$ cat config.mk
export PLATFORM = sky130hd
export DESIGN_NAME = sysopt_reg
export DESIGN_NICKNAME = d
export VERILOG_FILES = /design/src/rtl/sysopt_pkg.sv /design/src/rtl/sysopt_rst_sync.sv /design/src/rtl/sysopt_window.sv /design/src/rtl/sysopt_bits.sv /design/src/rtl/sysopt_reg.sv
export SDC_FILE = /design/constraint.sdc
export NUM_CORES = 1
export LEC_CHECK = 0
export BUFFER_PORTS_ARGS = -buffer_cell sky130_fd_sc_hd__buf_4
export CORE_MARGIN = 8
export CORE_UTILIZATION = 49
export DETAILED_ROUTE_END_ITERATION = 12
export GPL_TIMING_DRIVEN = 0
export PLACE_DENSITY = 0.81
export SLEW_MARGIN = 20
export SYNTH_ARGS = -nofsm -noshare
export SYNTH_HDL_FRONTEND = slang
export SYNTH_SLANG_ARGS = --single-unit
$ cat constraint.sdc
create_clock -name clk -period 1.7 [get_ports clk]
set_input_delay 0.085 -clock clk [delete_from_list [all_inputs] [get_ports clk]]
set_output_delay 0.085 -clock clk [all_outputs]
set_load 0.02 [all_outputs]
$ cat src/rtl/sysopt_pkg.sv
package sysopt_pkg;
  localparam int unsigned DW = 8;
  localparam int unsigned AW = 6;
  localparam logic [AW-1:0] REG_OFS  = 6'h39;
  localparam logic [DW-1:0] RST_VAL  = 8'h10;
  localparam logic [DW-1:0] PROT_MSK = 8'h33;
  localparam logic [DW-1:0] FREE_MSK = 8'hC8;

  typedef struct packed {
    logic       adc_pwr;
    logic       adc_csel;
    logic       irq_edge;
    logic       osc_dly;
    logic       cmon;
    logic       rsvd;
    logic [1:0] rate;
  } opt_t;
endpackage

$ cat src/rtl/sysopt_rst_sync.sv
module sysopt_rst_sync #(
  parameter int unsigned STAGES = 2
) (
  input  logic clk,
  input  logic rst_n,
  output logic rst_q_n
);
  logic [STAGES-1:0] sh_q;
  logic [STAGES-1:0] sh_d;

  always_comb sh_d = {sh_q[STAGES-2:0], 1'b1};

  always_ff @(posedge clk or negedge rst_n) begin
    if (!rst_n) sh_q <= '0;
    else        sh_q <= sh_d;
  end

  assign rst_q_n = sh_q[STAGES-1];
endmodule

$ cat src/rtl/sysopt_window.sv
module sysopt_window #(
  parameter int unsigned WIN = 64
) (
  input  logic clk,
  input  logic rst_n,
  input  logic wr_hit,
  input  logic special,
  output logic win_open,
  output logic prot_ok
);
  localparam int unsigned CW = $clog2(WIN + 1);
  localparam logic [CW-1:0] LIMIT = CW'(WIN);

  logic [CW-1:0] cnt_q, cnt_d;
  logic          used_q, used_d;
  logic          sat;

  always_comb begin
    sat    = (cnt_q == LIMIT);
    cnt_d  = sat ? cnt_q : cnt_q + 1'b1;
    used_d = used_q | (wr_hit & ~special);
  end

  always_ff @(posedge clk or negedge rst_n) begin
    if (!rst_n) begin
      cnt_q  <= '0;
      used_q <= 1'b0;
    end else begin
      cnt_q  <= cnt_d;
      used_q <= used_d;
    end
  end

  assign win_open = ~used_q & ~sat;
  assign prot_ok  = special | win_open;
endmodule

$ cat src/rtl/sysopt_bits.sv
module sysopt_bits #(
  parameter int unsigned DW = 8,
  parameter logic [DW-1:0] RST  = '0,
  parameter logic [DW-1:0] PROT = '0,
  parameter logic [DW-1:0] FREE = '0
) (
  input  logic          clk,
  input  logic          rst_n,
  input  logic          wr_hit,
  input  logic          prot_ok,
  input  logic [DW-1:0] wdata,
  output logic [DW-1:0] q
);
  for (genvar i = 0; i < DW; i++) begin : g_bit
    if (PROT[i] || FREE[i]) begin : g_store
      logic en, b_q, b_d;
      always_comb begin
        en  = PROT[i] ? (wr_hit & prot_ok) : wr_hit;
        b_d = en ? wdata[i] : b_q;
      end
      always_ff @(posedge clk or negedge rst_n) begin
        if (!rst_n) b_q <= RST[i];
        else        b_q <= b_d;
      end
      assign q[i] = b_q;
    end else begin : g_tie
      assign q[i] = 1'b0;
    end
  end
endmodule

$ cat src/rtl/sysopt_reg.sv
module sysopt_reg
  import sysopt_pkg::*;
#(
  parameter int unsigned WIN       = 64,
  parameter int unsigned SYNC_STGS = 2
) (
  input  logic          clk,
  input  logic          rst_n,
  input  logic          special_mode,
  input  logic [AW-1:0] bus_addr,
  input  logic [DW-1:0] bus_wdata,
  input  logic          bus_wr,
  input  logic          bus_rd,
  output logic [DW-1:0] bus_rdata,
  output logic          adc_pwr_up,
  output logic          adc_clk_sel,
  output logic          irq_edge_mode,
  output logic          osc_dly_en,
  output logic          clk_mon_en,
  output logic [1:0]    rate_sel
);
  logic          rst_q_n;
  logic          sel, wr_hit, win_open, prot_ok;
  logic [DW-1:0] store;
  opt_t          opt;

  assign sel    = (bus_addr == REG_OFS);
  assign wr_hit = sel & bus_wr;

  sysopt_rst_sync #(.STAGES(SYNC_STGS)) u_rst (
    .clk(clk), .rst_n(rst_n), .rst_q_n(rst_q_n)
  );

  sysopt_window #(.WIN(WIN)) u_win (
    .clk(clk), .rst_n(rst_q_n), .wr_hit(wr_hit), .special(special_mode),
    .win_open(win_open), .prot_ok(prot_ok)
  );

  sysopt_bits #(.DW(DW), .RST(RST_VAL), .PROT(PROT_MSK), .FREE(FREE_MSK)) u_bits (
    .clk(clk), .rst_n(rst_q_n), .wr_hit(wr_hit), .prot_ok(prot_ok),
    .wdata(bus_wdata), .q(store)
  );

  assign opt           = opt_t'(store);
  assign bus_rdata     = (sel & bus_rd) ? store : '0;
  assign adc_pwr_up    = opt.adc_pwr;
  assign adc_clk_sel   = opt.adc_csel;
  assign irq_edge_mode = opt.irq_edge;
  assign osc_dly_en    = opt.osc_dly;
  assign clk_mon_en    = opt.cmon;
  assign rate_sel      = opt.rate;
endmodule

==> impl_metrics.env <==
export IMPL_grt_pass1_wl_microns=2720
export IMPL_path_max_fanout=4
export IMPL_cp_start_kind="flop"
export IMPL_period_needed_ns=1.63
export IMPL_fin_setup_tns_ns=0
export IMPL_die_area_sq_mm=0.00323
export IMPL_avgSynthCellArea_sq_um=12.4
export IMPL_whs_endpoint="u_win.used_q$_DFF_PN0_"
export IMPL_synth_cell_type_count=23
export IMPL_htreeDepth=1
export IMPL_grt_setup_unrepaired="false"
export IMPL_place_area_sq_mm=0.00107
export IMPL_setup_viol=0
export IMPL_relSlewSlack_pct=61.5
export IMPL_overflow=0
export IMPL_whs_path_depth=2
export IMPL_areaGrowthSynthToFinish_pct=36.4
export IMPL_vias=601
export IMPL_routed_wl_microns=1620
export IMPL_synthesis_area_sq_um=816
export IMPL_synth_area_leader_cell="dfrtp_1"
export IMPL_fin_hold_ws_ns=0.0117
export IMPL_hpwlAfterDp_microns=1390
export IMPL_tightestPinTransition_ns=0.578
export IMPL_core_area_sq_mm=0.00154
export IMPL_antenna_found_initial=0
export IMPL_r2r_start="u_win.cnt_q[0]$_DFFE_PN0P_"
export IMPL_hp_class="input port to flop"
export IMPL_final_nets=125
export IMPL_clockRootBuffer="clkbuf_4"
export IMPL_vdd_drop_max_mv=0.600
export IMPL_track_usage_pct=10.5
export IMPL_ant_nets=0
export IMPL_clkTransAtPathRegs_ns=0.09
export IMPL_wire_per_inst_microns=13.6
export IMPL_synth_area_leaders="dfrtp_1 (49%), mux2_2 (8.3%), and3_1 (6.1%), xnor2_1 (4.3%), nand4bb_4 (3.4%)"
export IMPL_layout_drive_gt1_share_pct=48.5
export IMPL_r2r_end="u_bits.g_bit[5].g_store.b_q$_DFFE_PN0P_"
export IMPL_outcome="completed"
export IMPL_die_w_microns=56.8
export IMPL_port_buffer_count=31
export IMPL_crit_chain="inv_2 > ha_1 > and4bb_1 > nand2_2 > o211ai_4 > mux2_2"
export IMPL_fin_crit_sh_pct=96.2
export IMPL_drt_iter0_drc=3
export IMPL_synth_seq_area_share_pct=52.3
export IMPL_rows=14
export IMPL_clkSinkCount=17
export IMPL_cp_slowest_cell="dfrtp_1"
export IMPL_dr_pass1_iters=4
export IMPL_fp_dieH_microns=56.8
export IMPL_synth_top_area_share_pct=49.1
export IMPL_ys_ff_latch=17
export IMPL_fin_skew_ns=0.00220
export IMPL_worstPathRequired_ns=1.88
export IMPL_syn_inst=66
export IMPL_final_hold_viol_count=0
export IMPL_fill_cells=124
export IMPL_grt_pass1_vias=601
export IMPL_regArea_sq_um=427
export IMPL_viasPerCell=5.05
export IMPL_ios=34
export IMPL_grt_max_degree=16
export IMPL_leakagePower_nw=0.601
export IMPL_diodes=0
export IMPL_clock_latency_ns=0.29
export IMPL_worstRegToRegCells=6
export IMPL_slew_viol_final=0
export IMPL_cts_buffers=3
export IMPL_start_util_pct=52.9
export IMPL_cts_tree="done"
export IMPL_worstPathArrival_ns=1.81
export IMPL_final_cell_area_sq_mm=0.00111
export IMPL_cp_num_buf_inv=1
export IMPL_critPathMaxStageDelay_ns=0.41
export IMPL_fmax_ghz=0.612
export IMPL_r2r_slack_ns=0.07
export IMPL_cap_violations=0
export IMPL_hold_start="special_mode"
export IMPL_critical_path_class="flop to flop"
export IMPL_crit_family="flip-flops"
export IMPL_endpoint_kind="flop"
export IMPL_pwr_density_cell_mw_per_mm2=699
export IMPL_yosysWarnings=0
export IMPL_remaining_drc_errors=0
export IMPL_clock_path_buffers=2
export IMPL_synth_fp_nets=87
export IMPL_gp_congestion=0.697
export IMPL_multi_input_area_sq_um=355
==> layout by cell type (no fill, tap or decap) <==
cell type and instances:
buf_4 35, dfrtp_1 16, and3_1 8, mux2_2 6
xnor2_1 4, nand2_1 3, nor2_1 3, nand3_1 3
clkbuf_4 3, inv_1 2, xor2_1 2, ha_1 2
conb_1 2, nand4bb_4 1, o31ai_1 1, and4bb_1 1
nand2_2 1, or2b_1 1, nor2_4 1, o211ai_4 1
mux2_1 1, a21oi_1 1, o21ai_0 1, inv_2 1
clkbuf_1 1, dlygate4sd3_1 1, dfstp_2 1
==> layer usage <==
metal	vias up	GRT usage [%]	routed length [microns]
met5	-	0	0
met4	0	6.04	37
met3	5	5.39	176
met2	26	16.0	723
met1	277	11.4	682
li1	293	-	-
==> sequential cells by signal, indices dropped and copies added, names as in the netlist <==
register / flops
u_bits.g_bit.g_store.b_q: 7
u_win.cnt_q: 7
u_rst.sh_q: 2
u_win.used_q: 1
==> per-stage QoR <==
stage / cells / setup slack (ns) / utilization, % / total power, mW
after CTS: 119 / -0.00173 / 72.2 / 0.789
final: 119 / 0.0652 / 72.2 / 0.778
after global routing: 119 / 0.00364 / 72.2 / 0.813
after floorplan: 66 / 0.133 / - / 0.503
after global placement: 113 / 0.0237 / 69.3 / 0.569
after detailed placement: 113 / -0.00656 / 69.3 / 0.574
==> what timing repair did <==
| item | 4_1_cts | 5_1_grt |
|---|---|---|
| endpoints found under the hold margin | 2 | 0 |
| gates resized for setup | 0 | 1 |
| endpoints found under the setup margin | 3 | 3 |
| hold buffers | 1 | 0 |
| setup buffers | 1 | 0 |
| pin swaps | 3 | 1 |
==> layout make-up <==
class,count,area share [%]
buffer,3,2.02
clock buffer,4,2.36
inverter,3,1.01
multi-input combinational,43,31.9
sequential,17,38.4
tap,16,1.80
timing repair buffer,33,22.5
==> power by group <==
group          total (mW)  internal [mW]  leakage [nW]  switching [mW]
Clock               0.213         0.0913        0.0150           0.122
Sequential          0.443          0.425         0.211          0.0182
Combinational       0.121         0.0702         0.374          0.0510
Total               0.778          0.587         0.601           0.191
==> cell families after synthesis <==
group           after synthesis  share of synthesized area (%)
fa+ha+maj                     2                           3.07
buf+inv                       6                           4.14
compound gates                4                           4.75
mux                           7                           9.66
xor+xnor                      6                           6.44
other cells                   2                          0.921
flops                        17                           52.3
simple gates                 22                           18.7
==> synthesized netlist by cell type, drive strengths merged <==
master / n
and4bb: 1
dfrtp: 16
nand4bb: 1
mux2: 7
nand2: 4
buf: 3
o21ai: 1
and3: 8
xnor2: 4
a21oi: 1
dfstp: 1
ha: 2
conb: 2
inv: 3
nand3: 3
o211ai: 1
or2b: 1
o31ai: 1
xor2: 2
nor2: 4
==> worst max path at each step <==
stage | to | slack (ns) | start | depth (start not counted)
after floorplan | u_bits.g_bit[0].g_store.b_q$_DFFE_PN0P_ | 0.13 | u_win.cnt_q[0]$_DFFE_PN0P_ | 6
after global placement | u_bits.g_bit[1].g_store.b_q$_DFFE_PN0P_ | 0.02 | u_win.cnt_q[0]$_DFFE_PN0P_ | 6
after detailed placement | u_bits.g_bit[5].g_store.b_q$_DFFE_PN0P_ | -0.007 | u_win.cnt_q[0]$_DFFE_PN0P_ | 6
after CTS | u_bits.g_bit[5].g_store.b_q$_DFFE_PN0P_ | -0.002 | u_win.cnt_q[0]$_DFFE_PN0P_ | 6
after global routing | u_bits.g_bit[5].g_store.b_q$_DFFE_PN0P_ | 0.004 | u_win.cnt_q[0]$_DFFE_PN0P_ | 6
final | u_bits.g_bit[5].g_store.b_q$_DFFE_PN0P_ | 0.07 | u_win.cnt_q[0]$_DFFE_PN0P_ | 6
Power figures use the tool's default switching activity.
